$ cat src/rtl/phy_rst_pkg.sv
package phy_rst_pkg;

  typedef enum logic [2:0] {
    S_IDLE    = 3'd0,
    S_WR_REQ  = 3'd1,
    S_WR_WAIT = 3'd2,
    S_RD_REQ  = 3'd3,
    S_RD_WAIT = 3'd4
  } seq_state_e;

  // register index of the basic control register and its self-clearing flag
  localparam int unsigned CTRL_REG_IDX = 0;
  localparam int unsigned RST_FLAG_BIT = 15;

  // word that raises only the reset flag
  function automatic logic [15:0] reset_word();
    logic [15:0] w;
    w = '0;
    w[RST_FLAG_BIT] = 1'b1;
    return w;
  endfunction

  // true while the PHY still reports reset in progress
  function automatic logic flag_still_set(input logic [15:0] rd);
    return rd[RST_FLAG_BIT];
  endfunction

  // true when a poll count, once advanced, reaches the limit
  function automatic logic polls_used_up(input int unsigned cnt_after,
                                         input int unsigned limit);
    return cnt_after >= limit;
  endfunction

endpackage

$ cat src/rtl/rst_poll_ctr.sv
module rst_poll_ctr #(
  parameter int unsigned POLL_MAX = 1000000,
  localparam int unsigned CW = $clog2(POLL_MAX + 1)
) (
  input  logic          clk,
  input  logic          rst_n,
  input  logic          clear,
  input  logic          incr,
  output logic [CW-1:0] count,
  output logic          at_limit
);
  import phy_rst_pkg::*;

  logic [CW-1:0] count_nxt;

  assign count_nxt = count + 1'b1;
  assign at_limit  = polls_used_up(int'(count_nxt), POLL_MAX);

  always_ff @(posedge clk or negedge rst_n) begin
    if (!rst_n)     count <= '0;
    else if (clear) count <= '0;
    else if (incr)  count <= count_nxt;
  end

  // the count of flagged reads never runs past the limit
  p_cnt_bound_r5: assert property (@(posedge clk) disable iff (!rst_n)
    int'(count) <= POLL_MAX);

  // a poll is never counted once the limit has been reached
  p_no_incr_past_r5: assert property (@(posedge clk) disable iff (!rst_n)
    incr |-> int'(count) < POLL_MAX);

endmodule

$ cat src/rtl/rst_seq_fsm.sv
module rst_seq_fsm
  import phy_rst_pkg::*;
#(
  parameter int unsigned DATA_W = 16
) (
  input  logic              clk,
  input  logic              rst_n,
  input  logic              start,
  input  logic              mst_done,
  input  logic              mst_err,
  input  logic [DATA_W-1:0] mst_rdata,
  input  logic              at_limit,
  output logic              cmd_go,
  output logic              cmd_write,
  output logic              accept,
  output logic              poll_clr,
  output logic              poll_inc,
  output logic              ev_ok,
  output logic              ev_timeout,
  output logic              ev_xfer,
  output logic              wr_fail_evt,
  output logic              busy
);

  seq_state_e state, state_nxt;
  logic       still_set;

  assign still_set = flag_still_set(mst_rdata[15:0]);

  always_comb begin
    state_nxt  = state;
    cmd_go     = 1'b0;
    cmd_write  = 1'b0;
    accept     = 1'b0;
    poll_clr   = 1'b0;
    poll_inc   = 1'b0;
    ev_ok      = 1'b0;
    ev_timeout = 1'b0;
    ev_xfer    = 1'b0;
    unique case (state)
      S_IDLE: begin
        if (start) begin
          accept    = 1'b1;
          poll_clr  = 1'b1;
          state_nxt = S_WR_REQ;
        end
      end
      S_WR_REQ: begin
        cmd_go    = 1'b1;
        cmd_write = 1'b1;
        state_nxt = S_WR_WAIT;
      end
      S_WR_WAIT: begin
        if (mst_done) begin
          if (mst_err) begin
            ev_xfer   = 1'b1;
            state_nxt = S_IDLE;
          end else begin
            state_nxt = S_RD_REQ;
          end
        end
      end
      S_RD_REQ: begin
        cmd_go    = 1'b1;
        state_nxt = S_RD_WAIT;
      end
      S_RD_WAIT: begin
        if (mst_done) begin
          if (mst_err) begin
            ev_xfer   = 1'b1;
            state_nxt = S_IDLE;
          end else if (!still_set) begin
            ev_ok     = 1'b1;
            state_nxt = S_IDLE;
          end else begin
            poll_inc = 1'b1;
            if (at_limit) begin
              ev_timeout = 1'b1;
              state_nxt  = S_IDLE;
            end else begin
              state_nxt = S_RD_REQ;
            end
          end
        end
      end
      default: state_nxt = S_IDLE;
    endcase
  end

  always_ff @(posedge clk or negedge rst_n) begin
    if (!rst_n) state <= S_IDLE;
    else        state <= state_nxt;
  end

  assign busy        = (state != S_IDLE);
  assign wr_fail_evt = (state == S_WR_WAIT) && mst_done && mst_err;

  // an accepted start is followed by the reset write
  p_first_cmd_write_r1: assert property (@(posedge clk) disable iff (!rst_n)
    accept |=> (cmd_go && cmd_write));

  // a failed write returns to idle without any read
  p_no_read_after_wr_err_r2: assert property (@(posedge clk) disable iff (!rst_n)
    wr_fail_evt |=> (!cmd_go && !busy));

  // commands are single-cycle strobes
  p_cmd_single_r3: assert property (@(posedge clk) disable iff (!rst_n)
    cmd_go |=> !cmd_go);

  // a read error is never reported as success or timeout
  p_rd_err_wins_r6: assert property (@(posedge clk) disable iff (!rst_n)
    (state == S_RD_WAIT && mst_done && mst_err) |-> (ev_xfer && !ev_ok && !ev_timeout));

  // start is only taken when idle
  p_start_gate_r8: assert property (@(posedge clk) disable iff (!rst_n)
    (start && busy) |=> $stable(busy));

endmodule

$ cat src/rtl/rst_status.sv
module rst_status (
  input  logic clk,
  input  logic rst_n,
  input  logic ev_ok,
  input  logic ev_timeout,
  input  logic ev_xfer,
  output logic done,
  output logic ok,
  output logic timed_out,
  output logic xfer_err
);

  logic any_end;
  assign any_end = ev_ok | ev_timeout | ev_xfer;

  always_ff @(posedge clk or negedge rst_n) begin
    if (!rst_n) begin
      done      <= 1'b0;
      ok        <= 1'b0;
      timed_out <= 1'b0;
      xfer_err  <= 1'b0;
    end else begin
      done <= any_end;
      if (any_end) begin
        ok        <= ev_ok;
        timed_out <= ev_timeout;
        xfer_err  <= ev_xfer;
      end
    end
  end

  // done is a single-cycle pulse
  p_done_pulse_r7: assert property (@(posedge clk) disable iff (!rst_n)
    done |=> !done);

  // at most one outcome flag
  p_outcome_onehot_r7: assert property (@(posedge clk) disable iff (!rst_n)
    $onehot0({ok, timed_out, xfer_err}));

  // outcome flags move only with done
  p_outcome_hold_r7: assert property (@(posedge clk) disable iff (!rst_n)
    !done |-> $stable({ok, timed_out, xfer_err}));

endmodule

$ cat src/rtl/phy_rst_seq.sv
module phy_rst_seq #(
  parameter int unsigned ADDR_W   = 5,
  parameter int unsigned REG_W    = 5,
  parameter int unsigned DATA_W   = 16,
  parameter int unsigned POLL_MAX = 1000000,
  localparam int unsigned CW      = $clog2(POLL_MAX + 1)
) (
  input  logic              clk,
  input  logic              rst_n,
  input  logic              start,
  input  logic [ADDR_W-1:0] phy_addr,
  input  logic              mst_done,
  input  logic              mst_err,
  input  logic [DATA_W-1:0] mst_rdata,
  output logic              cmd_go,
  output logic              cmd_write,
  output logic [ADDR_W-1:0] cmd_phy,
  output logic [REG_W-1:0]  cmd_reg,
  output logic [DATA_W-1:0] cmd_wdata,
  output logic              busy,
  output logic              done,
  output logic              ok,
  output logic              timed_out,
  output logic              xfer_err
);
  import phy_rst_pkg::*;

  logic          accept, poll_clr, poll_inc, at_limit;
  logic          ev_ok, ev_timeout, ev_xfer, wr_fail_evt;
  logic [CW-1:0] poll_count;
  logic [ADDR_W-1:0] addr_q;

  rst_seq_fsm #(.DATA_W(DATA_W)) u_fsm (
    .clk        (clk),
    .rst_n      (rst_n),
    .start      (start),
    .mst_done   (mst_done),
    .mst_err    (mst_err),
    .mst_rdata  (mst_rdata),
    .at_limit   (at_limit),
    .cmd_go     (cmd_go),
    .cmd_write  (cmd_write),
    .accept     (accept),
    .poll_clr   (poll_clr),
    .poll_inc   (poll_inc),
    .ev_ok      (ev_ok),
    .ev_timeout (ev_timeout),
    .ev_xfer    (ev_xfer),
    .wr_fail_evt(wr_fail_evt),
    .busy       (busy)
  );

  rst_poll_ctr #(.POLL_MAX(POLL_MAX)) u_ctr (
    .clk     (clk),
    .rst_n   (rst_n),
    .clear   (poll_clr),
    .incr    (poll_inc),
    .count   (poll_count),
    .at_limit(at_limit)
  );

  rst_status u_stat (
    .clk       (clk),
    .rst_n     (rst_n),
    .ev_ok     (ev_ok),
    .ev_timeout(ev_timeout),
    .ev_xfer   (ev_xfer),
    .done      (done),
    .ok        (ok),
    .timed_out (timed_out),
    .xfer_err  (xfer_err)
  );

  always_ff @(posedge clk or negedge rst_n) begin
    if (!rst_n)      addr_q <= '0;
    else if (accept) addr_q <= phy_addr;
  end

  assign cmd_phy   = addr_q;
  assign cmd_reg   = REG_W'(CTRL_REG_IDX);
  assign cmd_wdata = cmd_write ? DATA_W'(reset_word()) : '0;

  // the target address cannot change mid-sequence
  p_addr_stable_r8: assert property (@(posedge clk) disable iff (!rst_n)
    (busy && $past(busy)) |-> $stable(cmd_phy));

  // busy is low while the end pulse is shown
  p_busy_done_r10: assert property (@(posedge clk) disable iff (!rst_n)
    done |-> !busy);

  // a failed write ends with the transfer-error outcome
  p_wr_err_outcome_r2: assert property (@(posedge clk) disable iff (!rst_n)
    wr_fail_evt |=> (done && xfer_err));

  // timeout is only reported after the full poll budget
  p_timeout_budget_r5: assert property (@(posedge clk) disable iff (!rst_n)
    ev_timeout |=> (int'(poll_count) == POLL_MAX));

endmodule

$ cat config.mk
export PLATFORM = sky130hd
export DESIGN_NAME = phy_rst_seq
export DESIGN_NICKNAME = d
export VERILOG_FILES = /design/src/rtl/phy_rst_pkg.sv /design/src/rtl/rst_poll_ctr.sv /design/src/rtl/rst_seq_fsm.sv /design/src/rtl/rst_status.sv /design/src/rtl/phy_rst_seq.sv
export SDC_FILE = /design/constraint.sdc
export NUM_CORES = 1
export LEC_CHECK = 0
export ABC_AREA = 0
export BUFFER_PORTS_ARGS = -buffer_cell sky130_fd_sc_hd__buf_4
export CAP_MARGIN = 10
export CORE_MARGIN = 2
export CORE_UTILIZATION = 40
export DETAILED_ROUTE_END_ITERATION = 6
export REMOVE_ABC_BUFFERS = 1
export SLEW_MARGIN = 10
export SYNTH_ARGS = -nofsm -noshare
export SYNTH_HDL_FRONTEND = slang
export SYNTH_SLANG_ARGS = --single-unit
export TNS_END_PERCENT = 30
$ cat constraint.sdc
create_clock -name clk -period 2.6 [get_ports clk]
set_input_delay 0.52 -clock clk [delete_from_list [all_inputs] [get_ports clk]]
set_output_delay 0.52 -clock clk [all_outputs]
set_load 0.01 [all_outputs]
==> results.yml <==
outcome:
  status: "finished clean"
grt:
  grt_first_pass_wirelength_um: 6893
  antenna_found_initial: 0
  grt_max_degree: 33
  grt_util_all_layers_pct: 16.28
  grt.overflow.total: 0
  grt_pass1_vias: 1471
yosys:
  async_flop_share_pct: 100.0
  yosysSeqAreaShare_pct: 40.61
  synth_edf_count: 0
  synth.cells.most_frequent: "dfrtp_1 (32), o21ai_0 (29), nand2_1 (22)"
  yosysMostFrequentCell: "dfrtp_1"
  synth-seq-cells: 32
  yosys.area.top_type: "dfrtp_1"
  avgSynthCellArea_um2: 8.725
  synthTopCellsByArea: "dfrtp_1 (41%), buf_4 (8.0%), o21ai_0 (7.4%)"
  syn_area_um2: 1972
  yosysUniqueCellTypes: 39
  synth_top_area_share_pct: 40.61
  synth_warnings: 0
  synth_cells: 226
  ys.flop_type: "dfrtp_1"
critical_path:
  cp.arrival_ps: 2580
  required_ps: 2780
  rr_worst_depth: 8
  cp-end-kind: "flip-flop"
  worstPathMaxFanout: 5
  cp-start-kind: "flip-flop"
  crit_type: "flip-flop to flip-flop"
clock_network:
  cts_buffers: 5
  cts.sinks: 32
  hold_buffers: 0
  insertion_delay_ps: 280
  cts_tree: "yes"
  cts_root_buf: "clkbuf_8"
  cts.htree.levels: 2
  clock_path_buffers: 2
  clk_pin_slew_worst_paths_ps: 70
sta:
  final.setup.tns_ps: 0
  fmax_mhz: 417.3
  min_period_ps: 2397
  tightest_slew_ps: 691.0
  rsz0062_at_grt: "false"
  hold_violations: 0
  finalMaxSlewViolations: 0
  worst_clock_skew_ps: 2.776
  finalSetupViolCount: 0
  relSlewSlack_pct: 53.51
  finalCritPeriodShare_pct: 92.17
worst_hold_path:
  hp-class: "input pin to async pin"
finish:
  n_antenna_cell: 0
  area_growth_pct: 16.62
  nets: 281
  nFillCells: 461
  layout-drive-gt1-share_pct: 20.78
job:
  drv_cap: 0
die:
  die_area_um2: 5507
  die_w_um: 74.21
  coreArea_um2: 4723
  pin_count: 59
  initial_utilization_pct: 41.75
  rows: 25
  die_y_um: 74.21
routing:
  drc: 0
  routed_wl_um: 4203
  via_per_inst: 5.071
  wl_per_cell_um: 13.05
  vias: 1633
  ant_nets: 0
  drt_iter0_markers: 75
  first_pass_iters: 4
power_and_ir_drop:
  ir_drop_v: 0.0005510
  p_per_area_nw_per_um2: 677.6
  power_mw: 1.558
  p_leak_nw: 1.022
placement:
  portBuffers: 23
  place.gp.congestion: 0.7901
  dp_hpwl_um: 2906
## layout make-up
class | count | area, um^2 | share of cell area (%)
clock buffer | 5 | 68.82 | 2.992
inverter | 4 | 15.01 | 0.6529
tap | 67 | 83.83 | 3.645
sequential | 32 | 800.8 | 34.82
timing repair buffer | 33 | 247.7 | 10.77
multi-input combinational | 178 | 1041 | 45.27
clock inverter | 3 | 42.54 | 1.850
## cells in the final DEF, fill, tap and decap left out, types with 7 or more instances in the layout
cell type,count
buf_4,33
dfrtp_1,32
o21ai_0,29
nand2_1,22
conb_1,20
nor2_1,17
nand3_1,13
xnor2_1,9
o31ai_1,8
nor3_1,7
## registers in the layout (all words and copies together), names as in the netlist
register,cells
cmd_phy,5
u_ctr.count,20
u_fsm.state,3
u_stat.done,1
u_stat.ok,1
u_stat.timed_out,1
u_stat.xfer_err,1
## metrics by stage
| stage | hold WS (ps) | setup WS (ps) | instances | cell area [um^2] | util (%) |
|---|---|---|---|---|---|
| after floorplan | 224.4 | 431.5 | 214 | 1848 | - |
| after global placement | 472.9 | 153.1 | 312 | 2165 | 45.83 |
| after detailed placement | 486.3 | 50.26 | 312 | 2165 | 45.83 |
| after global routing | 195.7 | 23.44 | 322 | 2300 | 48.69 |
| after CTS | 177.2 | 19.32 | 320 | 2276 | 48.19 |
| final | 165.7 | 203.5 | 322 | 2300 | 48.69 |
## timing repair
| action | in CTS | in global routing |
|---|---|---|
| setup buffers | 0 | 2 |
| endpoints found under the setup margin | 0 | 6 |
| resized for setup | 0 | 1 |
## layer usage
metal,GRT usage (%),wire length [um],vias to the layer above
met2,24.31,1927,37
met4,6.548,47,0
met1,22.77,2047,771
met5,0,0,-
met3,3.930,181,5
li1,-,-,820
## report_power, final
| group | switching, mW | leakage [nW] | total (mW) | internal [mW] |
|---|---|---|---|---|
| combinational | 0.220 | 0.540 | 0.443 | 0.223 |
| clock | 0.198 | 0.0541 | 0.482 | 0.283 |
| sequential | 0.0597 | 0.428 | 0.633 | 0.574 |
| total | 0.478 | 1.02 | 1.56 | 1.08 |
## critical path, stage by stage, from the launching register on
cell	delay (ps)
dfrtp_1	400
ha_1	230
nand4_1	240
nor3_1	200
buf_4	170
a31oi_1	80
nor4_1	630
nor4_4	130
a21o_2	210
## worst paths after layout
kind	start	end	slack (ps)
max reg2reg	u_ctr.count[0]	u_stat.timed_out	200
max in group asynchronous	rst_n	u_ctr.count[0]	2140
min	rst_n	u_ctr.count[10]	170
min in group clk	mst_done	u_fsm.state[2]	440
min reg2reg	u_ctr.count[19]	u_ctr.count[19]	500
max	u_ctr.count[0]	u_stat.timed_out	200
## cells by family after synthesis
group	Yosys count	share of synthesized area, %
other cells	1	0.1902
buf+inv	35	10.66
mux	5	2.855
compound gates	48	13.83
flops	32	40.61
xor+xnor	11	4.886
fa+ha+maj	1	0.6344
simple gates	93	26.33
(Power assumes the default switching activity.)
